[src/rtl/seg_addr_decoder.sv]
module seg_addr_decoder (
  input  logic        clk,
  input  logic        rst_n,
  input  logic        acc_vld,
  input  logic [31:0] vaddr,
  input  logic        is_store,
  input  logic [1:0]  mode,
  input  logic        err_lvl,
  input  logic [7:0]  asid,
  input  logic [1:0]  tlb_res,
  input  logic [31:0] tlb_pa,
  output logic [31:0] pa,
  output logic        tlb_req,
  output logic [2:0]  exc_kind,
  output logic        refill,
  output logic        fault,
  output logic [31:0] badaddr_q,
  output logic [31:0] context_q,
  output logic [31:0] entryhi_q
);

  localparam logic [2:0] EK_NONE = 3'd0, EK_ADEL = 3'd1, EK_ADES = 3'd2,
                         EK_TLBL = 3'd3, EK_TLBS = 3'd4, EK_MOD  = 3'd5;
  localparam logic [1:0] TR_HIT = 2'd0, TR_MISS = 2'd1, TR_INV = 2'd2;

  wire is_kern = (mode == 2'b00);
  wire is_sup  = (mode == 2'b01);

  logic        mapped, bad;
  logic [31:0] dpa;
  logic [2:0]  kind;

  always_comb begin
    mapped = 1'b0;
    bad    = 1'b0;
    dpa    = '0;
    if (!vaddr[31]) begin
      if (err_lvl) dpa = vaddr;
      else         mapped = 1'b1;
    end else begin
      case (vaddr[30:29])
        2'b00, 2'b01: if (is_kern) dpa = {3'b000, vaddr[28:0]}; else bad = 1'b1;
        2'b10:        if (is_kern || is_sup) mapped = 1'b1; else bad = 1'b1;
        default:      if (is_kern) mapped = 1'b1; else bad = 1'b1;
      endcase
    end
  end

  always_comb begin
    kind = EK_NONE;
    if (bad)
      kind = is_store ? EK_ADES : EK_ADEL;
    else if (mapped) begin
      case (tlb_res)
        TR_HIT:        kind = EK_NONE;
        TR_MISS, TR_INV: kind = is_store ? EK_TLBS : EK_TLBL;
        default:       kind = EK_MOD;
      endcase
    end
  end

  assign pa       = (kind != EK_NONE) ? '0 : (mapped ? tlb_pa : dpa);
  assign tlb_req  = acc_vld && mapped;
  assign exc_kind = acc_vld ? kind : EK_NONE;
  assign refill   = acc_vld && mapped && (tlb_res == TR_MISS);
  assign fault    = (exc_kind != EK_NONE);

  always_ff @(posedge clk or negedge rst_n) begin
    if (!rst_n) begin
      badaddr_q <= '0;
      context_q <= '0;
      entryhi_q <= '0;
    end else if (fault) begin
      badaddr_q <= vaddr;
      context_q <= {context_q[31:23], vaddr[31:13], context_q[3:0]};
      entryhi_q <= {vaddr[31:13], 5'b00000, asid};
    end
  end


  req_region_chk: assert property (@(posedge clk) disable iff (!rst_n)
    tlb_req |-> (vaddr[31:30] == 2'b11) || (!vaddr[31] && !err_lvl));


  user_kseg_chk: assert property (@(posedge clk) disable iff (!rst_n)
    (acc_vld && mode[1] && vaddr[31]) |-> (exc_kind == EK_ADEL || exc_kind == EK_ADES));


  refill_kind_chk: assert property (@(posedge clk) disable iff (!rst_n)
    refill |-> (exc_kind == EK_TLBL || exc_kind == EK_TLBS));


  bad_cap_chk: assert property (@(posedge clk) disable iff (!rst_n)
    fault |=> (badaddr_q == $past(vaddr)) && (entryhi_q[7:0] == $past(asid)));


  hold_chk: assert property (@(posedge clk) disable iff (!rst_n)
    !fault |=> $stable(badaddr_q) && $stable(context_q) && $stable(entryhi_q));


  erl_chk: assert property (@(posedge clk) disable iff (!rst_n)
    (acc_vld && err_lvl && !vaddr[31]) |-> (!tlb_req && !fault && pa == vaddr));

endmodule

[config.mk]
export PLATFORM = sky130hd
export DESIGN_NAME = seg_addr_decoder
export DESIGN_NICKNAME = d
export VERILOG_FILES = /design/src/rtl/seg_addr_decoder.sv
export SDC_FILE = /design/constraint.sdc
export NUM_CORES = 1
export LEC_CHECK = 0
export ABC_AREA = 1
export BUFFER_PORTS_ARGS = -buffer_cell sky130_fd_sc_hd__buf_2
export CORE_UTILIZATION = 45
export CTS_CLUSTER_SIZE = 24
export DETAILED_ROUTE_END_ITERATION = 8
export GPL_TIMING_DRIVEN = 0
export PLACE_DENSITY = 0.95
export SLEW_MARGIN = 0
export SYNTH_ARGS = -nofsm -noshare
export SYNTH_HDL_FRONTEND = slang
export SYNTH_SLANG_ARGS = --single-unit
[constraint.sdc]
create_clock -name clk -period 4 [get_ports clk]
set_input_delay 0.8 -clock clk [delete_from_list [all_inputs] [get_ports clk]]
set_output_delay 0.8 -clock clk [all_outputs]
set_load 0.005 [all_outputs]
# After elaboration in Yosys (flattened, before gate mapping)
# Index checks and enable logic that the tools add are counted.
# W data, S select, Z words.
# totals
regBits	78
in_bits	81
output_inout_bits	134
word_cells	39
# classes
n_eq_ne	5
n_mux	21
reduce_logical	10
# ops
op	n
$mux W32	3
$mux W29	2
$mux W31	1
$mux W3	4
$mux W1	8
$eq A2 B1 Y1 const B	3
$logic_not A2 Y1	3
$pmux W3 S2	1
$reduce_bool A3 Y1	2
$eq A2 B2 Y1 const B	2
$reduce_or A2 Y1	2
$logic_and A1 B1 Y1	2
$mux W2	1
$pmux W1 S2	1
$logic_or A1 B1 Y1	1

# Depth between registers and ports, before layout
# logic_depth
word_depth	9
depth_mapped	12
ltp_nobuf	11

# Worst setup path after synthesis
# Ideal clock, no wire load.
# synth_timing
path_type	input-to-output
startpoint	in tlb_res[0]
endpoint	out pa[10]
t_arrival_ns	1.918
t_required_ns	3.200
setup_slack_ns	1.282
path_stages	9
n_path_buf	1
cell_sequence	inv_1 -> ha_1 -> inv_1 -> nand2_1 -> and2_1 -> nand3_1 -> nand3_4 -> buf_2 -> nor2_1
# synth_via
elab_chain_cells	7
elab_cells_between_ends	9
classes_between	eq/ne: 2; mux: 4; reduce/logical: 3
# synth_rtl
element	line	rtl
from (decl)	10	input logic [1:0] tlb_res,
$eq A2 B1 Y1 or $eq A2 B2 Y1 (tied branches)	54	case (tlb_res)
$reduce_or A2 Y1	54	
$pmux W3 S2 *	54	
$mux W3 *	53	else if (mapped) begin
$mux W3 *	51	if (bad)
$reduce_bool A3 Y1 *	62	assign pa = (kind != EK_NONE) ? '0 : (mapped ? tlb_pa : dpa);
$mux W32 *	62	
to (decl)	12	output logic [31:0] pa,
# Every way passes the cells marked *; elsewhere a longest branch is shown, timed or not.

# Final worst setup path
# layout_timing
startpoint	in tlb_res[0]
endpoint	out pa[21]
# The elaborated chain is that of the path after synthesis.

==> reports/metrics.cfg <==
[detailed_routing]
wl_per_cell_um = 12.3
drc = 0
num_vias = 3410
dr.pass1.iters = 4
ant_nets = 0
drt-initial-drc-count = 91
vias_per_cell = 4.66
totalWireLength_um = 9040

[critical_path]
crit_path_max_fanout = 10
crit_type = in2out
crit_slowest_cell = ha_1
critPathCaptureType = output port
cpPeakStageDelay_ns = 0.32
crit_top_cell = buf_2
start_kind = input port
worstPathCellList = buf_2 > inv_1 > ha_1 > inv_1 > nand2_1 > and2_1 > nand3_1 > nand3_4 > buf_2 > nor2_1 > buf_2
arrival_ns = 2.29
required_ns = 3.20

[sta]
skew_ns = 0
hold_violations = 0
finalSetupViolCount = 0
setup_ws_ns = 0.913
max_freq_ghz = 0.324
rsz0062_at_grt = no
tns_ns = 0
fin_crit_ns = 3.09
slew_headroom = 0.379
worst_pin_slew_ns = 0.931
post-route-period-util = 0.772
fin_hold_ws_ns = 0.472
slew_viol_final = 0

[clocking]
cts_setup_buffers = 0
numCtsBuffers = 5
cts_tree = done
clk_pin_slew_worst_paths_ns = 0.08
clock_sinks = 40
cts_buffer_depth = 2
clkLatencyLatePin_ns = 0.28
clock-root-buffer = clkbuf_8
cts-htree-levels = 2
post_cts_resized = 0
ctsHoldBuffers = 0

[final_layout]
instances_no_fill = 732
area_delta_synth_final_pct = 41.1
drive_above_1_share = 0.455
nets = 738
final_area_um2 = 4170
antenna_cells = 0

[global_routing]
gr-usage-met1 = 0.303
antenna_found_initial = 0
grt_max_degree = 41
grt_pass1_vias = 3152
grt-busiest-layer = met2
gr-usage-met3 = 0.0408
grt_pass1_wl_um = 14500
grt_use_total = 0.257
overflow = 0
grt_use_met2 = 0.481

[pwr]
ir_drop_uv = 187
powerDensity_nw_per_um2 = 335
total_leakage_power_nw = 2.69

[floorplan]
rows = 29
coreArea_um2 = 6350
ios = 215
die_w_um = 83.0
initial_utilization = 0.465
die_h_um = 83.0
dieArea_um2 = 6890

[yosys]
netlist_area_um2 = 2950
syn_area_per_cell_um2 = 6.77
synth-seq-cells = 40
yosys-top-cells-area = dfrtp_1, buf_4, nand2_1
synth_seq_area_share = 0.339
yosys_warnings = 0
yosysTopAreaCellShare = 0.339
yosys.cell_types.count = 22
netlist_instances = 436
yosys.area.top_type = dfrtp_1

[placed_design]
hpwl_um = 7090
dp.cells = 725
dpl_cell_area_um2 = 4090
place_ws_ns = 0.900
portBuffers = 195
gp_congestion = 0.808

[worst_hold_path]
worst_hold_path_type = reg2reg

[outcome]
status = complete, no violations

[run]
maxCapViolCount = 0

[flip-flops by register name, summed over array words and instances (netlist names)]
signal and flops:
badaddr_q 32, entryhi_q 8
[worst max-delay path: cells and delay by family]
kind	cells	cell delay (ns)
AND/OR/NAND/NOR	5	0.61
buffers and inverters	5	0.55
adder cells (fa/ha/maj)	1	0.32
[cell type report]
| type | count | area [µm²] |
|---|---|---|
| Fill cell | 579 | 2180 |
| Multi-Input combinational cell | 291 | 1310 |
| Sequential cell | 40 | 1000 |
| Timing Repair Buffer | 195 | 976 |
| Buffer | 81 | 547 |
| Inverter | 41 | 154 |
| Tap cell | 77 | 96.3 |
| Clock buffer | 6 | 72.6 |
| Clock inverter | 1 | 5.00 |
[cells by family after synthesis]
logic type | count (synthesis) | synth area share
adder cells (fa/ha/maj) | 2 | 0.00848
other | 1 | 0.00127
buffers and inverters | 122 | 0.237
AND/OR/NAND/NOR | 238 | 0.356
flip-flops | 40 | 0.339
AO/OA/AOI/OAI | 33 | 0.0581
[cell usage after synthesis]
library cell	count
inv_2	3
a21oi_1	1
nor2_1	38
inv_1	38
nor3b_1	1
buf_4	62
a22oi_1	2
or2_1	9
dfrtp_1	40
a31oi_1	1
nand2_1	120
and2_1	1
nand2_2	3
conb_1	1
o21ai_0	19
nand3_4	1
buf_2	8
ha_1	2
o21ai_1	10
or2_2	20
nand3_1	45
clkbuf_1	11
[final timing paths]
kind,depth (start not counted),slack [ns],to,from
worst max-delay path,11,0.91,pa[21],tlb_res[0]
worst min-delay path,2,0.47,entryhi_q[4],entryhi_q[4]
worst max register to register,2,3.33,badaddr_q[14],badaddr_q[14]
worst min register to register,2,0.47,entryhi_q[4],entryhi_q[4]
max in group asynchronous,1,2.78,badaddr_q[11],rst_n
min in group asynchronous,1,0.65,badaddr_q[22],rst_n
[power by group]
part,switching (W),internal (W)
Sequential,0.0000574,0.000476
Combinational,0.000289,0.000318
Clock,0.000135,0.000119
[layer usage]
layer	vias up	share of wire
met5	-	0
met2	148	0.53
met3	8	0.071
met1	1560	0.39
li1	1694	-
met4	0	0.0069
[layout by cell type (no fill, tap or decap)]
master      n
a21oi_1     1
a22oi_1     2
a31oi_1     1
and2_1      1
buf_2     203
buf_4      62
clkbuf_1   12
clkbuf_8    5
clkinv_2    1
conb_1     18
dfrtp_1    40
ha_1        2
inv_1      38
inv_2       3
nand2_1   120
nand2_2     3
nand3_1    45
nand3_4     1
nor2_1     38
nor3b_1     1
o21ai_0    19
o21ai_1    10
or2_1       9
or2_2      20
[stage by stage]
stage	utilization	power, W
2_1_floorplan	-	0.000866
3_3_place_gp	0.644	0.00113
3_5_place_dp	0.644	0.00115
4_1_cts	0.656	0.00141
5_1_grt	0.656	0.00149
6_report	0.656	0.00139
Power figures use the tool's default switching activity.
